`src/rtl/tcl_pkg.sv`:
```
package tcl_pkg;
  localparam int ROW_W  = 2;
  localparam int COL_W  = 2;
  localparam int CODE_W = 4;

  // Telephone keypad mapping. Row 3 and column 3 are the irregular edges.
  function automatic logic [CODE_W-1:0] pair_to_code(
    input logic [ROW_W-1:0] row,
    input logic [COL_W-1:0] col
  );
    logic [CODE_W-1:0] c;
    if (col == 2'd3) begin
      c = (row == 2'd3) ? 4'd0 : 4'(4'd13 + row);
    end else if (row != 2'd3) begin
      c = 4'(row * 3 + col + 1);
    end else begin
      case (col)
        2'd0:    c = 4'd11;
        2'd1:    c = 4'd10;
        default: c = 4'd12;
      endcase
    end
    return c;
  endfunction
endpackage

```
`src/rtl/tcl_encoder.sv`:
```
module tcl_encoder
  import tcl_pkg::*;
(
  input  logic [ROW_W-1:0]  row_idx,
  input  logic [COL_W-1:0]  col_idx,
  output logic [CODE_W-1:0] code
);
  always_comb code = pair_to_code(row_idx, col_idx);
endmodule

```
`src/rtl/tcl_gate.sv`:
```
module tcl_gate
  import tcl_pkg::*;
#(
  parameter int INH_COL = 3
) (
  input  logic             reg_strobe,
  input  logic             inhibit,
  input  logic [COL_W-1:0] col_idx,
  output logic             accept
);
  logic blocked;
  always_comb begin
    blocked = inhibit && (col_idx == COL_W'(INH_COL));
    accept  = reg_strobe && !blocked;
  end
endmodule

```
`src/rtl/tcl_bus_drive.sv`:
```
module tcl_bus_drive #(
  parameter int W = 4
) (
  input  logic [W-1:0] held,
  input  logic         en,
  output logic [W-1:0] data,
  output logic [W-1:0] drive
);
  for (genvar i = 0; i < W; i++) begin : g_lane
    assign data[i]  = held[i];
    assign drive[i] = en;
  end
endmodule

```
`src/rtl/tone_code_latch.sv`:
```
module tone_code_latch
  import tcl_pkg::*;
(
  input  logic              clk,
  input  logic              rst_n,
  input  logic [ROW_W-1:0]  row_idx,
  input  logic [COL_W-1:0]  col_idx,
  input  logic              reg_strobe,
  input  logic              col4_inhibit,
  input  logic              bus_en,
  output logic [CODE_W-1:0] bus_data,
  output logic [CODE_W-1:0] bus_drive
);
  localparam int INH_COL = (1 << COL_W) - 1;

  logic [CODE_W-1:0] pair_code;
  logic              accept;
  logic [CODE_W-1:0] held_code;

  tcl_encoder u_enc (
    .row_idx (row_idx),
    .col_idx (col_idx),
    .code    (pair_code)
  );

  tcl_gate #(.INH_COL(INH_COL)) u_gate (
    .reg_strobe (reg_strobe),
    .inhibit    (col4_inhibit),
    .col_idx    (col_idx),
    .accept     (accept)
  );

  always_ff @(posedge clk or negedge rst_n) begin
    if (!rst_n)      held_code <= '0;
    else if (accept) held_code <= pair_code;
  end

  tcl_bus_drive #(.W(CODE_W)) u_drv (
    .held  (held_code),
    .en    (bus_en),
    .data  (bus_data),
    .drive (bus_drive)
  );

  AST_HOLD_NO_STROBE: assert property (@(posedge clk) disable iff (!rst_n)
    !reg_strobe |=> $stable(bus_data));
  AST_INHIBIT_BLOCKS: assert property (@(posedge clk) disable iff (!rst_n)
    (reg_strobe && col4_inhibit && col_idx == COL_W'(INH_COL)) |=> $stable(bus_data));
  AST_LOAD_CODE: assert property (@(posedge clk) disable iff (!rst_n)
    accept |=> bus_data == $past(pair_code));
  AST_NONZERO_KEY: assert property (@(posedge clk) disable iff (!rst_n)
    (accept && !(row_idx == 2'd3 && col_idx == 2'd3)) |=> bus_data != '0);
  AST_DRIVE_UNIFORM: assert property (@(posedge clk) disable iff (!rst_n)
    (bus_drive == '0) || (bus_drive == '1));
endmodule

```
`config.mk`:
```
export PLATFORM = sky130hd
export DESIGN_NAME = tone_code_latch
export DESIGN_NICKNAME = d
export VERILOG_FILES = /design/src/rtl/tcl_pkg.sv /design/src/rtl/tcl_encoder.sv /design/src/rtl/tcl_gate.sv /design/src/rtl/tcl_bus_drive.sv /design/src/rtl/tone_code_latch.sv
export SDC_FILE = /design/constraint.sdc
export NUM_CORES = 1
export LEC_CHECK = 0
export BUFFER_PORTS_ARGS = -buffer_cell sky130_fd_sc_hd__buf_4
export CORE_AREA = 5 5 42 44
export CTS_CLUSTER_SIZE = 25
export DETAILED_ROUTE_END_ITERATION = 16
export DIE_AREA = 0 0 47 49
export GPL_ROUTABILITY_DRIVEN = 0
export SLEW_MARGIN = 10
export SYNTH_ARGS = -nofsm -noshare
export SYNTH_HDL_FRONTEND = slang
export SYNTH_SLANG_ARGS = --single-unit
```
`constraint.sdc`:
```
create_clock -name clk -period 0.9 [get_ports clk]
set_clock_uncertainty 0.05 [all_clocks]
set_input_delay 0.18 -clock clk [delete_from_list [all_inputs] [get_ports clk]]
set_output_delay 0.18 -clock clk [all_outputs]
set_load 0.005 [all_outputs]
```
==> results of run 1 <==
-- kinds of logic (layout without fill, tap and decap cells) --
logic type,count (synthesis),count (layout)
adder cells (fa/ha/maj),6,6
XOR/XNOR,1,1
AO/OA/AOI/OAI,12,12
AND/OR/NAND/NOR,10,10
buffers and inverters,8,24
multiplexers,2,2
flip-flops,4,4
-- worst max-delay path by stage --
stage	start	to	slack, ns
6_report	col_idx[1]	held_code[1]	-0.76
2_1_floorplan	row_idx[0]	held_code[2]	-0.85
4_1_cts	col_idx[1]	held_code[1]	-0.76
3_5_place_dp	row_idx[0]	held_code[1]	-1.03
5_1_grt	col_idx[1]	held_code[1]	-0.79
3_3_place_gp	row_idx[0]	held_code[2]	-1.02
-- per-layer routing --
metal	GRT usage [%]	share of wire, %	vias to the layer above
li1	-	-	184
met1	12.3	43	171
met2	11.5	51	9
met3	1.48	5.0	0
met4	5.53	0	0
met5	0	0	-
-- timing repair --
action                     in CTS  in global routing
setup endpoints to repair       8                  8
hold buffers                    1                  0
setup buffers                   3                  0
hold endpoints to repair        4                  0
gates resized for setup        11                  4
pin swaps                       8                  5
-- critical path: cells and delay by family --
family / cells / cell delay, ns
multiplexers: 1 / 0.26
AO/OA/AOI/OAI: 1 / 0.07
AND/OR/NAND/NOR: 1 / 0.10
buffers and inverters: 1 / 0.10
adder cells (fa/ha/maj): 2 / 1.02
-- cell usage in the layout, fill, tap and decap left out, types with 2 or more instances in the layout --
cell and n:
sky130_fd_sc_hd__clkbuf_4 3, sky130_fd_sc_hd__buf_4 13, sky130_fd_sc_hd__buf_6 6, sky130_fd_sc_hd__dfrtp_1 4
sky130_fd_sc_hd__a21oi_1 2, sky130_fd_sc_hd__nor2_1 2, sky130_fd_sc_hd__nand2b_1 2, sky130_fd_sc_hd__mux2_4 2
sky130_fd_sc_hd__ha_4 2, sky130_fd_sc_hd__nand3_1 3
-- metrics by stage --
step | instances | instance area, µm² | setup slack, ns | setup TNS, ns
after CTS | 76 | 647 | -0.760 | -2.49
after detailed placement | 69 | 544 | -1.03 | -3.31
after global placement | 69 | 544 | -1.02 | -3.29
after global routing | 75 | 657 | -0.792 | -2.78
after floorplan | 43 | 465 | -0.850 | -2.44
final | 75 | 657 | -0.764 | -2.48
-- cell type report --
type | count | area, µm² | share of cell area (%)
Multi-Input combinational cell | 31 | 333 | 50.7
Tap cell | 16 | 20.0 | 3.05
Sequential cell | 4 | 100 | 15.2
Timing Repair Buffer | 20 | 175 | 26.7
Inverter | 1 | 6.26 | 0.952
Clock buffer | 3 | 22.5 | 3.43
-- power breakdown --
part | internal, W | switching [W] | leakage (nW)
clock network | 0.000149 | 0.0000673 | 0.0138
registers | 0.000219 | 0.0000303 | 0.0461
logic | 0.000262 | 0.000153 | 0.235
==> flow_summary.json, run 1 <==
{
  "run_status": "finished, violations left",
  "violated_checks": "setup timing",
  "std_cell_rows": 14,
  "timing.final.ws_setup_ns": -0.764,
  "layout.nets": 76,
  "timing.critical_path.cells": "buf_6 > fa_1 > fa_2 > nor2_1 > o21ai_1 > mux2_4",
  "timing.critical_path.required_ns": 0.96,
  "largestRegisters": "held_code x4",
  "critical_path.reg2reg.endpoint": "held_code[1]",
  "netlist.top_cell.by_area": "sky130_fd_sc_hd__dfrtp_1",
  "route.detailed.drc": 0,
  "synthTopCellsByCount": "sky130_fd_sc_hd__buf_4, sky130_fd_sc_hd__dfrtp_1, sky130_fd_sc_hd__ha_1",
  "die-area_mm2": 0.00230,
  "worst_slew_pin_slew_ns": 0.212,
  "postLayoutCoreUtil_pct": 46.9,
  "number_of_global_route_vias_before_repair": 353,
  "fp.dieW_um": 47,
  "n_antenna_cell": 0,
  "synthArstFlopShare_pct": 100,
  "ctsRootBufferMaster": "sky130_fd_sc_hd__clkbuf_4",
  "number_of_inserted_filler_cells_in_the_final_layout": 137,
  "timing.critical_path.arrival_ns": 1.72,
  "hold_depth": 3,
  "insertion_delay_ns": 0.23,
  "timing.hold.worst_endpoint": "held_code[3]",
  "yosys.cell_types.count": 24,
  "final_hold_viol_count": 0,
  "place_hpwl_um": 665,
  "grt_overflow": 0,
  "synthCells": 43,
  "drt_pass1_iterations": 2,
  "max-slew-margin-rel_pct": 85.8,
  "crit_path_top_delay_cell": "sky130_fd_sc_hd__fa_1",
  "initial_core_utilization_pct": 31.5,
  "synth_most_common_cell": "sky130_fd_sc_hd__buf_4",
  "post_synthesis_net_count": 58,
  "xor_xnor_cell_area_share_of_the_yosys_netlist_pct": 1.98,
  "critical_path.startpoint_type": "input port",
  "netlist_area_um2": 442,
  "worstHoldPathType": "input port to register",
  "grt_pass1_wl_mm": 1.46,
  "grt.total_usage_pct": 8.63,
  "worst_setup_path_end_kind": "register",
  "coreArea_mm2": 0.00140,
  "wl_um": 886,
  "achievable_freq_ghz": 0.601,
  "synth-seq-cells": 4,
  "num_vias": 364,
  "yosysSeqAreaShare_pct": 22.7,
  "drt_first_iter_violations": 8,
  "reg2regPathDepth": 2,
  "largest_net_degree_at_the_start_of_global_routing": 11,
  "post_synth.cell_area_avg_um2": 10.3,
  "fin_crit_sh_pct": 185,
  "critical_path_class": "input port to register",
  "regToRegSetupSlack_ns": -0.03,
  "total_leakage_power_nw": 0.295,
  "worst_r2r_startpoint": "held_code[1]",
  "avgRoutedWirePerCell_um": 11.8,
  "max_cap_viols": 0,
  "clock_sinks": 4,
  "fin_hold_ws_ns": 0.210,
  "slew_viol_final": 0,
  "number_of_primary_i_o_pins": 17,
  "viasPerCell": 4.85,
  "max-vdd-ir-drop_mv": 0.995,
  "synth_top_area_share_pct": 22.7,
  "antenna_found_initial": 0,
  "synth_simple_gate_area_share_pct": 16.1,
  "rsz0062_at_grt": "yes",
  "ys_top_cells_by_area": "sky130_fd_sc_hd__dfrtp_1, sky130_fd_sc_hd__ha_1, sky130_fd_sc_hd__fa_1",
  "synth_enable_flop_cells": 0,
  "largest_register_ffs": 4,
  "synth_top_family_by_area": "adder cells",
  "path_max_fanout": 2,
  "drive_above_1_share_pct": 59.3,
  "flow.area_growth_from_synthesis_pct": 48.7,
  "remaining_antenna_violation_count": 0,
  "synth.yosys.warnings": 0,
  "synthFlopType": "sky130_fd_sc_hd__dfrtp_1",
  "cts_max_level": 1,
  "clk_pin_slew_ns": 0.04,
  "synth_compound_area_share_pct": 19.3,
  "crit_path_max_incr_delay_ns": 0.57,
  "post_synth_mux_area_share_pct": 5.10,
  "layout_min_cycle_time_ns": 1.66,
  "total_power_w": 0.000880,
  "floorplan.die.height_um": 49,
  "portbufs": 11,
  "clock_tree.buffer_depth": 2,
  "hold_path.startpoint": "reg_strobe",
  "finalSetupViolations": 8,
  "synth-adder-area-share_pct": 20.4,
  "cts_tree": "done",
  "cts_made_buffers": 3,
  "register_with_the_most_flip_flops": "held_code",
  "power-per-cell-area_mw_per_mm2": 1340
}
No activity file was read; power rests on OpenSTA's default activity.
==> inputs of run 2 (changes only) <==
--- a/config.mk
+++ b/config.mk
@@ -14,4 +14,5 @@
 export SLEW_MARGIN = 10
 export SYNTH_ARGS = -nofsm -noshare
 export SYNTH_HDL_FRONTEND = slang
+export SYNTH_HIERARCHICAL = 1
 export SYNTH_SLANG_ARGS = --single-unit
==> flow_summary.json, run 2 <==
{
  "worstHoldPathType": "input port to async pin",
  "clock_tree.buffer_depth": 2,
  "violated_checks": "setup timing",
  "placed_area_um2": 533,
  "final_hold_viol_count": 0,
  "drt_first_iter_violations": 2,
  "number_of_global_route_vias_before_repair": 383,
  "critical_path.reg2reg.endpoint": "held_code[2]",
  "postLayoutCoreUtil_pct": 45.5,
  "largestRegisters": "held_code x4",
  "max-vdd-ir-drop_mv": 0.934,
  "synthTopCellsByCount": "sky130_fd_sc_hd__buf_4, sky130_fd_sc_hd__dfrtp_1, sky130_fd_sc_hd__ha_1, sky130_fd_sc_hd__mux2_2",
  "largest_register_ffs": 4,
  "post_synthesis_net_count": 58,
  "register_with_the_most_flip_flops": "held_code",
  "ys_top_cells_by_area": "sky130_fd_sc_hd__dfrtp_1, sky130_fd_sc_hd__buf_4, sky130_fd_sc_hd__ha_1",
  "place_hpwl_um": 711,
  "regToRegSetupSlack_ns": -0.05,
  "yosys.cell_types.count": 19,
  "largest_net_degree_at_the_start_of_global_routing": 9,
  "route.detailed.drc": 0,
  "avgRoutedWirePerCell_um": 12.9,
  "total_leakage_power_nw": 0.302,
  "fin_crit_sh_pct": 187,
  "share_seq_of_total_power_pct": 28.0,
  "timing.final.ws_setup_ns": -0.784,
  "p_sw_share_pct": 27.7,
  "std_cell_rows": 14,
  "rsz0062_at_grt": "yes",
  "power_report.internal_total_w": 0.000647,
  "antenna_found_initial": 0,
  "preCtsSetupSlack_ns": -1.08,
  "flow.area_growth_from_synthesis_pct": 48.3,
  "grt_overflow": 0,
  "drt_pass1_iterations": 2,
  "grt_pass1_wl_mm": 1.59,
  "timing.critical_path.required_ns": 0.96,
  "cts_tree": "done",
  "initial_core_utilization_pct": 30.7,
  "max_cap_viols": 0,
  "path_max_fanout": 2,
  "slew_viol_final": 0,
  "synthArstFlopShare_pct": 100,
  "yosysSeqAreaShare_pct": 23.3,
  "fp.dieW_um": 47,
  "run_status": "finished, violations left",
  "num_vias": 343,
  "post_synth.cell_area_avg_um2": 10.0,
  "remaining_antenna_violation_count": 0,
  "viasPerCell": 4.64,
  "finalSetupViolations": 8,
  "coreArea_mm2": 0.00140,
  "layout_min_cycle_time_ns": 1.68,
  "seqCellArea_um2": 100,
  "floorplan.die.height_um": 49,
  "clk_pin_slew_ns": 0.04,
  "clock_sinks": 4,
  "grt.total_usage_pct": 10.0,
  "synth.yosys.warnings": 6,
  "synthCells": 43,
  "die-area_mm2": 0.00230,
  "reg2regPathDepth": 2,
  "share_comb_of_total_power_pct": 47.4,
  "cts_made_buffers": 3,
  "worst_setup_path_end_kind": "register",
  "netlist.top_cell.by_area": "sky130_fd_sc_hd__dfrtp_1",
  "insertion_delay_ns": 0.23,
  "worst_slew_pin_slew_ns": 0.171,
  "worst_r2r_startpoint": "held_code[2]",
  "critical_path_class": "input port to register",
  "synth_top_area_share_pct": 23.3,
  "layout.nets": 75,
  "synthFlopType": "sky130_fd_sc_hd__dfrtp_1",
  "switching_power_w": 0.000248,
  "n_antenna_cell": 0,
  "postLayoutCellArea_um2": 638,
  "critical_path.startpoint_type": "input port",
  "max-slew-margin-rel_pct": 88.5,
  "power-per-cell-area_mw_per_mm2": 1400,
  "worst_setup_path_startpoint": "col_idx[1]",
  "timing.critical_path.arrival_ns": 1.74,
  "ctsRootBufferMaster": "sky130_fd_sc_hd__clkbuf_4",
  "achievable_freq_ghz": 0.594,
  "most_common_library_cell_in_the_layout_ignoring_fill_and_taps": "sky130_fd_sc_hd__buf_4",
  "synth_most_common_cell": "sky130_fd_sc_hd__buf_4",
  "multi_input_comb_area_um2": 280,
  "synth_enable_flop_cells": 0,
  "power.share.clock_pct": 24.6,
  "drive_above_1_share_pct": 56.9,
  "netlist_area_um2": 430,
  "number_of_inserted_filler_cells_in_the_final_layout": 141,
  "synth-seq-cells": 4,
  "timing.critical_path.to": "held_code[3]",
  "leading_cell_types_in_the_layout_fill_and_taps_excluded": "sky130_fd_sc_hd__buf_4, sky130_fd_sc_hd__buf_6, sky130_fd_sc_hd__dfrtp_1",
  "wl_um": 957,
  "portbufs": 11,
  "number_of_primary_i_o_pins": 17,
  "cts_max_level": 1
}
## run 2: repair_timing
action	4_1_cts	5_1_grt
hold buffers	1	0
buffers inserted	1	1
endpoints found under the hold margin	4	0
gates resized for setup	11	3
pin swaps	6	4
endpoints found under the setup margin	8	8
## run 2: logic make-up after synthesis
logic type / after synthesis / synth area share, %
adder cells (fa/ha/maj): 6 / 20.9
AO/OA/AOI/OAI: 10 / 15.1
buffers and inverters: 12 / 20.1
flip-flops: 4 / 23.3
multiplexers: 5 / 12.8
XOR/XNOR: 2 / 4.07
AND/OR/NAND/NOR: 4 / 3.78
## run 2: worst min-delay path by stage
stage	to	slack, ns	depth (start not counted)
after CTS	held_code[1]	0.22	2
after global routing	held_code[2]	0.24	2
after detailed placement	held_code[1]	-0.07	1
final	held_code[2]	0.23	2
after floorplan	held_code[0]	-0.17	0
after global placement	held_code[1]	-0.07	1
## run 2: routing by layer
layer  global-route usage [%]  wire length (µm)  up-vias
met3                     5.54                89        0
met2                     17.0               493       11
met1                     9.98               375      156
met4                     3.23                 0        0
met5                        0                 0        -
li1                         -                 -      176
## run 2: power by group through the flow
stage | combinational (W) | clock, W | sequential, W
after floorplan | 0.000252 | 0 | 0.000241
final | 0.000425 | 0.000220 | 0.000251
after global placement | 0.000327 | 0 | 0.000244
after CTS | 0.000399 | 0.000233 | 0.000252
after global routing | 0.000458 | 0.000263 | 0.000257
after detailed placement | 0.000332 | 0 | 0.000248
## run 2: layout make-up
type                    count  area share [%]
multi-input cells          27            43.9
inverters                   2            1.57
well taps                  16            3.14
clock buffers               3            3.53
flip-flops and latches      4            15.7
repair buffers             22            32.2
## run 2: worst max-delay path, stage by stage
cell and delay (ns):
sky130_fd_sc_hd__buf_6 0.10, sky130_fd_sc_hd__fa_1 0.58, sky130_fd_sc_hd__ha_1 0.24, sky130_fd_sc_hd__a21o_2 0.19, sky130_fd_sc_hd__a21oi_2 0.13, sky130_fd_sc_hd__a31oi_1 0.06
sky130_fd_sc_hd__mux2_4 0.27
## run 2: per-stage QoR
stage / power [W] / setup TNS (ns) / hold slack, ns / std cells
finish: 0.000896 / -2.72 / 0.233 / 74
global route: 0.000977 / -2.92 / 0.243 / 74
CTS: 0.000884 / -2.77 / 0.217 / 73
detailed placement: 0.000580 / -3.70 / -0.0712 / 68
global placement: 0.000571 / -3.67 / -0.0724 / 68
floorplan: 0.000492 / -2.80 / -0.166 / 43
